### config.mk
export PLATFORM = sky130hd
export DESIGN_NAME = gpx_expander_core
export DESIGN_NICKNAME = d
export VERILOG_FILES = /design/src/rtl/gpx_pkg.sv /design/src/rtl/gpx_pin_sync.sv /design/src/rtl/gpx_edge_det.sv /design/src/rtl/gpx_cfg_bank.sv /design/src/rtl/gpx_irq_src.sv /design/src/rtl/gpx_soft_rst.sv /design/src/rtl/gpx_expander_core.sv
export SDC_FILE = /design/constraint.sdc
export NUM_CORES = 1
export LEC_CHECK = 0
export CORE_MARGIN = 1
export CORE_UTILIZATION = 31
export DETAILED_ROUTE_END_ITERATION = 8
export SYNTH_ARGS = -nofsm -noshare
export SYNTH_HDL_FRONTEND = slang
export SYNTH_SLANG_ARGS = --single-unit
export TNS_END_PERCENT = 20
### constraint.sdc
create_clock -name clk -period 5.2 [get_ports clk]
set_input_delay 1.56 -clock clk [delete_from_list [all_inputs] [get_ports clk]]
set_output_delay 1.56 -clock clk [all_outputs]
set_load 0.1 [all_outputs]
### src/rtl/gpx_pkg.sv
package gpx_pkg;

   // indexes of the one-bit-per-pin configuration banks
   localparam int IDX_PULLUP = 0;
   localparam int IDX_PULLDN = 1;
   localparam int IDX_OPENDR = 2;
   localparam int IDX_POLAR  = 3;
   localparam int IDX_DIR    = 4;
   localparam int IDX_DATA   = 5;
   localparam int IDX_MASK   = 6;
   localparam int NUM_CFG    = 7;

   // power-up fill byte of each bank: inputs, latch high, all masked
   function automatic logic [7:0] cfg_reset(int idx);
      return (idx == IDX_DIR || idx == IDX_DATA || idx == IDX_MASK) ? 8'hFF : 8'h00;
   endfunction

   // byte j of a descending group starts at base and moves downward
   function automatic logic [7:0] byte_addr(logic [7:0] base, int j);
      return base - 8'(j);
   endfunction

endpackage

### src/rtl/gpx_pin_sync.sv
module gpx_pin_sync #(
   parameter int WIDTH  = 16,
   parameter int STAGES = 2
) (
   input  logic             clk,
   input  logic             rst_n,
   input  logic [WIDTH-1:0] d,
   output logic [WIDTH-1:0] q
);

   logic [WIDTH-1:0] stg [STAGES];

   if (STAGES < 2) begin : g_bad_stages
      $error("gpx_pin_sync needs at least two stages");
   end

   for (genvar s = 0; s < STAGES; s++) begin : g_stage
      always_ff @(posedge clk or negedge rst_n) begin
         if (!rst_n) stg[s] <= '0;
         else if (s == 0) stg[s] <= d;
         else stg[s] <= stg[(s == 0) ? 0 : s-1];
      end
   end

   assign q = stg[STAGES-1];

endmodule

### src/rtl/gpx_edge_det.sv
module gpx_edge_det #(
   parameter int NPINS = 16
) (
   input  logic               clk,
   input  logic               rst_n,
   input  logic [NPINS-1:0]   lvl,
   input  logic [2*NPINS-1:0] sense,
   output logic [NPINS-1:0]   evt
);

   logic [NPINS-1:0] prev_lvl;

   always_ff @(posedge clk or negedge rst_n) begin
      if (!rst_n) prev_lvl <= '0;
      else prev_lvl <= lvl;
   end

   for (genvar k = 0; k < NPINS; k++) begin : g_pin
      logic rise, fall;
      assign rise   = lvl[k] & ~prev_lvl[k];
      assign fall   = ~lvl[k] & prev_lvl[k];
      assign evt[k] = (sense[2*k] & rise) | (sense[2*k+1] & fall);
   end

   // an event can only come from a pin whose level just moved
   AST_EVT_NEEDS_CHANGE: assert property (@(posedge clk) disable iff (!rst_n)
      (evt & ~(lvl ^ prev_lvl)) == '0);

   // with every sense field at 00 nothing is detected
   AST_SENSE_OFF_QUIET: assert property (@(posedge clk) disable iff (!rst_n)
      (sense == '0) |-> (evt == '0));

endmodule

### src/rtl/gpx_cfg_bank.sv
module gpx_cfg_bank #(
   parameter int         NBYTES   = 2,
   parameter logic [7:0] BASE     = 8'h0F,
   parameter logic [7:0] RST_BYTE = 8'h00
) (
   input  logic                  clk,
   input  logic                  rst_n,
   input  logic                  srst,
   input  logic                  wr_en,
   input  logic [7:0]            addr,
   input  logic [7:0]            wr_data,
   output logic [8*NBYTES-1:0]   q
);

   if (int'(BASE) < NBYTES - 1) begin : g_bad_base
      $error("gpx_cfg_bank base address too low for its byte count");
   end

   always_ff @(posedge clk or negedge rst_n) begin
      if (!rst_n) q <= {NBYTES{RST_BYTE}};
      else if (srst) q <= {NBYTES{RST_BYTE}};
      else if (wr_en) begin
         for (int j = 0; j < NBYTES; j++) begin
            if (addr == gpx_pkg::byte_addr(BASE, j)) q[8*j +: 8] <= wr_data;
         end
      end
   end

endmodule

### src/rtl/gpx_irq_src.sv
module gpx_irq_src #(
   parameter int         NPINS = 16,
   parameter logic [7:0] BASE  = 8'h19
) (
   input  logic             clk,
   input  logic             rst_n,
   input  logic             srst,
   input  logic [NPINS-1:0] evt,
   input  logic             wr_en,
   input  logic [7:0]       addr,
   input  logic [7:0]       wr_data,
   output logic [NPINS-1:0] src
);

   localparam int NB = NPINS / 8;

   logic [NPINS-1:0] clr;

   always_comb begin
      clr = '0;
      if (wr_en) begin
         for (int j = 0; j < NB; j++) begin
            if (addr == gpx_pkg::byte_addr(BASE, j)) clr[8*j +: 8] = wr_data;
         end
      end
   end

   // a new event wins over a clearing write on the same edge
   always_ff @(posedge clk or negedge rst_n) begin
      if (!rst_n) src <= '0;
      else if (srst) src <= '0;
      else src <= (src & ~clr) | evt;
   end

   AST_SRC_CAPTURE: assert property (@(posedge clk) disable iff (!rst_n)
      (!srst && evt != '0) |=> ((src & $past(evt)) == $past(evt)));

   AST_SRC_HOLD: assert property (@(posedge clk) disable iff (!rst_n)
      (!srst && !wr_en && evt == '0) |=> (src == $past(src)));

   AST_SRC_NO_SPONTANEOUS: assert property (@(posedge clk) disable iff (!rst_n)
      (evt == '0) |=> ((src & ~$past(src)) == '0));

endmodule

### src/rtl/gpx_soft_rst.sv
module gpx_soft_rst #(
   parameter logic [7:0] RST_ADDR = 8'h7D,
   parameter logic [7:0] KEY_A    = 8'h12,
   parameter logic [7:0] KEY_B    = 8'h34
) (
   input  logic       clk,
   input  logic       rst_n,
   input  logic       wr_en,
   input  logic [7:0] addr,
   input  logic [7:0] wr_data,
   output logic       srst
);

   logic armed;
   logic hit_a;

   if (KEY_A == KEY_B) begin : g_bad_keys
      $error("gpx_soft_rst unlock keys must differ");
   end

   assign hit_a = (addr == RST_ADDR) && (wr_data == KEY_A);

   // every write re-evaluates the armed state: only the first key arms
   always_ff @(posedge clk or negedge rst_n) begin
      if (!rst_n) armed <= 1'b0;
      else if (wr_en) armed <= hit_a;
   end

   assign srst = wr_en && armed && (addr == RST_ADDR) && (wr_data == KEY_B);

   AST_SRST_SINGLE: assert property (@(posedge clk) disable iff (!rst_n)
      srst |=> !srst);

   AST_ABORT_DISARMS: assert property (@(posedge clk) disable iff (!rst_n)
      (wr_en && !hit_a) |=> !srst);

endmodule

### src/rtl/gpx_expander_core.sv
module gpx_expander_core #(
   parameter int         NPINS       = 16,
   parameter int         SYNC_STAGES = 2,
   parameter logic [7:0] CFG_BASE [gpx_pkg::NUM_CFG] =
      '{8'h07, 8'h09, 8'h0B, 8'h0D, 8'h0F, 8'h11, 8'h13},
   parameter logic [7:0] SENSE_BASE  = 8'h17,
   parameter logic [7:0] SRC_BASE    = 8'h19,
   parameter logic [7:0] MISC_ADDR   = 8'h1F,
   parameter logic [7:0] RST_ADDR    = 8'h7D
) (
   input  logic             clk,
   input  logic             rst_n,
   input  logic             wr_en,
   input  logic [7:0]       addr,
   input  logic [7:0]       wr_data,
   output logic [7:0]       rd_data,
   input  logic [NPINS-1:0] pin_in,
   output logic [NPINS-1:0] pin_out,
   output logic [NPINS-1:0] pin_oe,
   output logic [NPINS-1:0] pull_up_en,
   output logic [NPINS-1:0] pull_dn_en,
   output logic [NPINS-1:0] open_drain_en,
   output logic             irq_n
);

   import gpx_pkg::*;

   localparam int NB  = NPINS / 8;
   localparam int NB2 = NPINS / 4;

   if (NPINS % 8 != 0 || NPINS < 8 || NPINS > 32) begin : g_bad_npins
      $error("gpx_expander_core NPINS must be 8, 16, 24 or 32");
   end

   logic [NPINS-1:0]   cfg [NUM_CFG];
   logic [2*NPINS-1:0] sense;
   logic [7:0]         misc;
   logic [NPINS-1:0]   sync_in, lvl, evt, src, data_view;
   logic               srst;

   gpx_soft_rst #(.RST_ADDR(RST_ADDR)) u_unlock (
      .clk(clk), .rst_n(rst_n), .wr_en(wr_en), .addr(addr),
      .wr_data(wr_data), .srst(srst));

   for (genvar k = 0; k < NUM_CFG; k++) begin : g_cfg
      gpx_cfg_bank #(.NBYTES(NB), .BASE(CFG_BASE[k]), .RST_BYTE(cfg_reset(k))) u_bank (
         .clk(clk), .rst_n(rst_n), .srst(srst), .wr_en(wr_en), .addr(addr),
         .wr_data(wr_data), .q(cfg[k]));
   end

   gpx_cfg_bank #(.NBYTES(NB2), .BASE(SENSE_BASE), .RST_BYTE(8'h00)) u_sense (
      .clk(clk), .rst_n(rst_n), .srst(srst), .wr_en(wr_en), .addr(addr),
      .wr_data(wr_data), .q(sense));

   gpx_cfg_bank #(.NBYTES(1), .BASE(MISC_ADDR), .RST_BYTE(8'h00)) u_misc (
      .clk(clk), .rst_n(rst_n), .srst(srst), .wr_en(wr_en), .addr(addr),
      .wr_data(wr_data), .q(misc));

   gpx_pin_sync #(.WIDTH(NPINS), .STAGES(SYNC_STAGES)) u_sync (
      .clk(clk), .rst_n(rst_n), .d(pin_in), .q(sync_in));

   assign lvl = sync_in ^ cfg[IDX_POLAR];

   gpx_edge_det #(.NPINS(NPINS)) u_edge (
      .clk(clk), .rst_n(rst_n), .lvl(lvl), .sense(sense), .evt(evt));

   gpx_irq_src #(.NPINS(NPINS), .BASE(SRC_BASE)) u_src (
      .clk(clk), .rst_n(rst_n), .srst(srst), .evt(evt), .wr_en(wr_en),
      .addr(addr), .wr_data(wr_data), .src(src));

   assign data_view     = (cfg[IDX_DIR] & lvl) | (~cfg[IDX_DIR] & cfg[IDX_DATA]);
   assign pin_out       = cfg[IDX_DATA];
   assign pin_oe        = ~cfg[IDX_DIR];
   assign pull_up_en    = cfg[IDX_PULLUP];
   assign pull_dn_en    = cfg[IDX_PULLDN];
   assign open_drain_en = cfg[IDX_OPENDR];
   assign irq_n         = ~|(src & ~cfg[IDX_MASK]);

   always_comb begin
      rd_data = 8'h00;
      for (int k = 0; k < NUM_CFG; k++) begin
         for (int j = 0; j < NB; j++) begin
            if (addr == byte_addr(CFG_BASE[k], j))
               rd_data = (k == IDX_DATA) ? data_view[8*j +: 8] : cfg[k][8*j +: 8];
         end
      end
      for (int j = 0; j < NB2; j++) begin
         if (addr == byte_addr(SENSE_BASE, j)) rd_data = sense[8*j +: 8];
      end
      for (int j = 0; j < NB; j++) begin
         if (addr == byte_addr(SRC_BASE, j)) rd_data = src[8*j +: 8];
      end
      if (addr == MISC_ADDR) rd_data = misc;
   end

   AST_ALL_MASKED_QUIET: assert property (@(posedge clk) disable iff (!rst_n)
      (cfg[IDX_MASK] == '1) |-> irq_n);

   AST_SRST_RESTORES: assert property (@(posedge clk) disable iff (!rst_n)
      srst |=> (src == '0 && cfg[IDX_MASK] == '1 && cfg[IDX_DIR] == '1 && sense == '0));

endmodule

==> results of run 1 <==
kinds of logic (layout without fill, tap and decap cells):
family | count (synthesis) | count (layout) | synth area share, %
AOI/OAI and AO/OA | 300 | 300 | 20.2
xor gates and xnor gates | 17 | 17 | 1.32
muxes | 110 | 110 | 11.5
and+or+nand+nor | 230 | 230 | 9.79
buffers and inverters | 170 | 362 | 8.55
DFF | 217 | 217 | 48.7
worst register-to-register path: cells and delay by family (launching register included):
kind / cells / cell delay, ns
buf+inv: 2 / 0.34
flops: 1 / 0.37
simple gates: 1 / 0.23
compound gates: 1 / 0.46
mux: 1 / 0.39
cell usage in the layout, fill, tap and decap left out, drive strengths merged, types with 6 or more instances in the layout:
cell type,Yosys,routed
buf,93,175
dfrtp,169,169
clkdlybuf4s50,0,104
mux2,90,90
nor2,79,79
nand2,77,77
a21oi,52,52
dfstp,48,48
o21ai,43,43
o22ai,42,42
inv,37,40
clkbuf,40,34
a22o,33,33
o22a,28,28
mux2i,18,18
nor3,17,17
xor2,14,14
a32o,12,12
nand3,11,11
a221oi,10,10
a31oi,9,9
o21a,8,8
nand2b,7,7
nor2b,7,7
nor4,7,7
o32a,6,6
or3,6,6
report_power, final:
group	leakage, nW	internal, mW	switching [mW]
logic	3.10	0.270	0.606
clock network	0.409	1.05	0.741
registers	2.68	1.84	0.141
what timing repair did:
| item | in CTS | in global routing |
|---|---|---|
| setup endpoints to repair | 8 | 8 |
| setup buffers | 1 | 1 |
| gates resized for setup | 52 | 9 |
| pin swaps | 10 | 4 |
state kept, by name (all words and copies together), names as in the netlist:
name,count
g_cfg.u_bank.q,112
u_edge.prev_lvl,16
u_misc.q,8
u_sense.q,32
u_src.src,16
u_sync.q,16
u_sync.stg,16
u_unlock.armed,1
area by class of cell:
type                       count  area share, %
clock inverter                10          0.838
multi-input combinational    657           34.2
clock buffer                  34           4.78
sequential                   217           37.5
tap                          461           3.94
timing repair buffer         281           17.7
inverter                      37          0.950
path summary, 6_finish.rpt:
kind                       cells past startpoint  slack, ns                   end           start
max in group asynchronous                      2       3.29        u_sync.stg[18]           rst_n
max                                           10      -0.07            rd_data[4]         addr[6]
min                                            0       0.34           u_sync.q[4]  u_sync.stg[20]
min reg2reg                                    0       0.34           u_sync.q[4]  u_sync.stg[20]
min in group asynchronous                      1       0.90           u_misc.q[5]           rst_n
max reg2reg                                    5       3.30  g_cfg[1].u_bank.q[1]  u_unlock.armed
synthesized netlist by cell type, types with 5 or more instances:
master | n | area (um^2)
dfrtp_1 | 169 | 4230
nand2_1 | 77 | 289
nor2_1 | 75 | 282
buf_4 | 66 | 495
a21oi_1 | 52 | 260
mux2_1 | 50 | 563
dfstp_2 | 48 | 1260
o22ai_1 | 42 | 263
clkbuf_1 | 40 | 150
inv_1 | 37 | 139
a22o_1 | 33 | 289
o22a_1 | 28 | 245
o21ai_0 | 27 | 135
mux2_2 | 26 | 293
mux2i_1 | 18 | 180
mux2_4 | 14 | 210
nor3_1 | 14 | 70.1
xor2_1 | 14 | 123
buf_2 | 13 | 65.1
a32o_1 | 12 | 120
nand3_1 | 11 | 55.1
a221oi_1 | 10 | 87.6
o21ai_4 | 10 | 163
a31oi_1 | 9 | 56.3
o21a_1 | 8 | 60.1
buf_1 | 7 | 26.3
nand2b_1 | 7 | 43.8
nor2b_1 | 7 | 43.8
buf_6 | 6 | 67.6
o32a_1 | 6 | 60.1
a22oi_1 | 5 | 37.5
a32oi_1 | 5 | 43.8
nor4_1 | 5 | 31.3
o211ai_1 | 5 | 37.5
layer usage:
metal	wire (um)	share of wire, %
met3	2690	6.2
met4	1460	3.3
met5	0	0
met2	19700	45
met1	19800	45
per-stage QoR:
step	area, um^2	hold WS [ns]	setup slack (ns)
after global placement	13600	0.335	-0.565
after CTS	14600	0.349	-0.0357
after global routing	14600	0.351	-0.115
after detailed placement	13600	0.336	-0.643
after floorplan	11300	0.331	-0.205
final	14600	0.345	-0.0694
==> results.toml, run 1 <==
[run_status]
status = "finished with violations"
violations = "DRC, setup timing"

[sta]
fmax_ghz = 0.190
finalCritPeriodShare_pct = 101
final-setup-viol-count = 7
hold_viol_final = 0
setup_tns_ns = -0.157
worst_slew_pin_slew_ns = 1.01
setup_ws_ns = -0.0694
fin_worst_skew_ns = 0.0148
finalCriticalPeriod_ns = 5.27
drv_slew = 0
rsz0062_at_grt = "yes"
maxSlewHeadroom_pct = 32.4

[route]
dr_total_vias = 9358
firstDrtPassIters = 8
wire_per_inst_um = 25.7
via_per_inst = 5.51
wirelength_mm = 43.6
drtIter0Drc = 852
drc = 14
antenna_left = 0

[clock_tree]
cts.sinks = 217
cts_hold_buf = 0
cts_inserted_buffers = 25
cts.clk_slew.worst_paths_ns = 0.06
clk-insertion-delay-late_ns = 0.55
root_buffer = "clkbuf_16"
clock_path_buffers = 3
htreeDepth = 1
cts_tree = "done"

[cells_and_area]
finalNetCount = 1254
area_growth_syn_to_layout_pct = 29.8
fin_cells = 1697
utilization_pct = 41.0
antenna_cells = 0
multiInputGateArea_um2 = 5010
register_area_um2 = 5490
nFillCells = 3444
drive_gt1_share_pct = 29.9

[setup_path]
worst-path-buf-inv = 4
path_class = "in -> out"
crit_chain = "buf_6 -> or4b_4 -> buf_8 -> or3_4 -> nor2_2 -> a221o_1 -> a221oi_2 -> buf_4 -> o21ai_4 -> buf_12"
slowest_delay_ns = 0.54
start_kind = "input port"
crit_family = "simple AND/OR/NAND/NOR gates"
cp.arrival_ns = 3.71
cpMaxStageDelayCell = "or4b_4"
worst_ep_required_time_ns = 3.64
cp-end-kind = "output port"
crit_path_max_fanout = 8

[global_route]
antenna_found_initial = 0
grt_util_met3_pct = 3.16
grt_use_met1_pct = 34.1
grt_pass1_vias = 9469
grt_max_degree = 131
grt_util_all_layers_pct = 23.9
overflow = 0
grt_first_pass_wirelength_mm = 64.2
grtUsageMet2_pct = 37.2
grt-busiest-layer = "met2"

[placed_design]
dp_hpwl_mm = 33.1
placedCellCount = 1652
routabilityCongestion = 0.981
io_buffers = 123

[floorplan]
initial_core_util_pct = 31.6
design.core.area_um2 = 35700
die_x_um = 193
die_y_um = 193
rows = 69
num_io_pins = 124
die-area_um2 = 37100

[pwr]
power_mw = 4.64
power_density_nw_per_um2 = 318
p_leak_nw = 6.19
ir_worst_vdd_mv = 0.265

[synthesis]
syn-cell-area_um2 = 11300
syn_avg_cell_area_um2 = 10.8
ys_ff_latch = 217
yosysWarnings = 0
ys_types = 75
ys_dominant_reg_cell = "dfrtp_1"
synth-seq-area-share_pct = 48.7
synth_edf_count = 0
syn_inst = 1044
synth.net_count = 1079
async_flop_share_pct = 100

[hold_path]
hold_class = "reg -> reg"

[job]
drv_cap = 0
Power figures use the tool's default switching activity.
==> run 2: changes to the inputs <==
--- a/config.mk
+++ b/config.mk
@@ -5,8 +5,10 @@
 export SDC_FILE = /design/constraint.sdc
 export NUM_CORES = 1
 export LEC_CHECK = 0
+export CAP_MARGIN = 30
 export CORE_MARGIN = 1
 export CORE_UTILIZATION = 31
+export CTS_CLUSTER_DIAMETER = 50
 export DETAILED_ROUTE_END_ITERATION = 8
 export SYNTH_ARGS = -nofsm -noshare
 export SYNTH_HDL_FRONTEND = slang
==> run 2 against run 1 <==
Effect of this change: the flow still finishes with violations (DRC, setup timing); utilization rose by 0.51 points; hold slack barely moved; global-route usage down 0.074 points; combinational power about the same; highest routed layer unchanged.
==> results.toml, run 2 (synthesis results as in run 1) <==
[floorplan]
rows = 69
num_io_pins = 124
die_x_um = 193
die_y_um = 193
design.core.area_um2 = 35700
initial_core_util_pct = 31.6
die-area_um2 = 37100

[sta]
finalCritPeriodShare_pct = 101
hold_viol_final = 0
finalCriticalPeriod_ns = 5.27
drv_slew = 0
final-setup-viol-count = 6
rsz0062_at_grt = "yes"
setup_ws_ns = -0.0656
fmax_ghz = 0.190
whs_ns = 0.345
fin_worst_skew_ns = 0.0129
maxSlewHeadroom_pct = 32.4
worst_slew_pin_slew_ns = 1.01
setup_tns_ns = -0.199

[clock_tree]
clock_path_buffers = 3
cts.sinks = 217
htreeDepth = 1
cts_inserted_buffers = 29
cts.clk_slew.worst_paths_ns = 0.06
cts_tree = "done"
root_buffer = "clkbuf_16"
clk-insertion-delay-late_ns = 0.56

[pwr]
p_int_mw = 3.38
clock_power_share_pct = 42.0
pwr-share-seq_pct = 40.2
power_density_nw_per_um2 = 332
combPwrFrac_pct = 17.8
p_leak_nw = 6.28
ir_worst_vdd_mv = 0.243
power.net_switching_mw = 1.54
p_sw_share_pct = 31.3

[cells_and_area]
largest_reg_flops = 112
layout_commonest_cell = "dfrtp_1"
nFillCells = 3428
antenna_cells = 0
utilization_pct = 41.5
top_regs = "g_cfg.u_bank.q: 112 flops, u_sense.q: 32 flops"
mostFrequentLayoutCells = "169 x dfrtp_1, 149 x buf_4, 104 x clkdlybuf4s50_1"
finalNetCount = 1258
fin_cells = 1707
drive_gt1_share_pct = 30.2
area_growth_syn_to_layout_pct = 31.4
top_register = "g_cfg.u_bank.q"

[global_route]
grt_util_all_layers_pct = 23.8
grt_first_pass_wirelength_mm = 63.9
grt_pass1_vias = 9493
grt_max_degree = 131
antenna_found_initial = 0
overflow = 0

[route]
wire_per_inst_um = 25.5
firstDrtPassIters = 7
antenna_left = 0
dr_total_vias = 9417
drtIter0Drc = 778
via_per_inst = 5.52
wirelength_mm = 43.6
drc = 14

[setup_path]
slowest_delay_ns = 0.54
cpMaxStageDelayCell = "or4b_4"
start_kind = "input port"
cp-end-kind = "output port"
reg2reg_depth = 5
worst_ep_required_time_ns = 3.64
cp.arrival_ns = 3.71
crit_path_max_fanout = 8
path_class = "in -> out"
crit_chain = "buf_6 -> or4b_4 -> buf_8 -> or3_4 -> nor2_2 -> a221o_1 -> a221oi_2 -> buf_4 -> o21ai_4 -> buf_12"

[placed_design]
placedCellCount = 1652
dp_hpwl_mm = 33.1
routabilityCongestion = 0.981
io_buffers = 123
dp_slack_ns = -0.643

[hold_path]
hold_class = "reg -> reg"
holdPathStages = 0

[run_status]
violations = "DRC, setup timing"
status = "finished with violations"

[job]
drv_cap = 0
==> run 2: path summary, 6_finish.rpt <==
check	end	from	slack (ns)
hold reg to reg	u_sync.q[12]	u_sync.stg[28]	0.34
min in group asynchronous	u_misc.q[4]	rst_n	0.89
hold / removal	u_sync.q[12]	u_sync.stg[28]	0.34
setup / recovery	rd_data[4]	addr[6]	-0.07
setup reg to reg	g_cfg[1].u_bank.q[1]	u_unlock.armed	3.29
max in group asynchronous	u_sync.stg[30]	rst_n	3.29
==> run 2: final cells by class <==
type / instances / area [um^2] / share of cell area, %
Multi-Input combinational cell: 657 / 5000 / 33.8
Timing Repair Buffer: 281 / 2590 / 17.5
Clock inverter: 12 / 180 / 1.22
Tap cell: 461 / 577 / 3.90
Sequential cell: 217 / 5490 / 37.1
Clock buffer: 42 / 825 / 5.57
Inverter: 37 / 139 / 0.938
==> run 2: worst max-delay path, delay by kind of cell <==
family | cells | cell delay [ns]
buffers and inverters | 4 | 0.62
and+or+nand+nor | 3 | 1.09
AOI/OAI and AO/OA | 3 | 0.43
==> run 2: repair_timing <==
action | 4_1_cts | 5_1_grt
pin swaps | 10 | 4
resized for setup | 52 | 8
setup endpoints to repair | 8 | 8
setup buffers | 1 | 1
hold buffers | 0 | 0
==> run 2: power by group through the flow <==
| stage | combinational, mW | sequential (mW) | clock [mW] |
|---|---|---|---|
| 2_1_floorplan | 0.594 | 1.93 | 0 |
| 3_3_place_gp | 0.858 | 2.00 | 0 |
| 3_5_place_dp | 0.865 | 2.00 | 0 |
| 4_1_cts | 0.872 | 1.98 | 2.10 |
| 5_1_grt | 0.921 | 1.99 | 2.17 |
| 6_report | 0.875 | 1.98 | 2.06 |
==> run 2: routing by layer <==
metal | track usage (%) | part of all wire [%] | vias to the layer above | wire, um
met3 | 3.76 | 6.7 | 96 | 2920
met5 | 0 | 0 | - | 0
met4 | 8.48 | 3.9 | 0 | 1720
li1 | - | - | 4144 | -
met1 | 33.5 | 45 | 4775 | 19400
met2 | 36.8 | 45 | 402 | 19500
==> run 2: stage by stage <==
stage / total power [mW] / area [um^2]
after detailed placement: 2.87 / 13600
final: 4.92 / 14800
after global placement: 2.86 / 13600
after global routing: 5.08 / 14800
after floorplan: 2.53 / 11300
after CTS: 4.95 / 14800
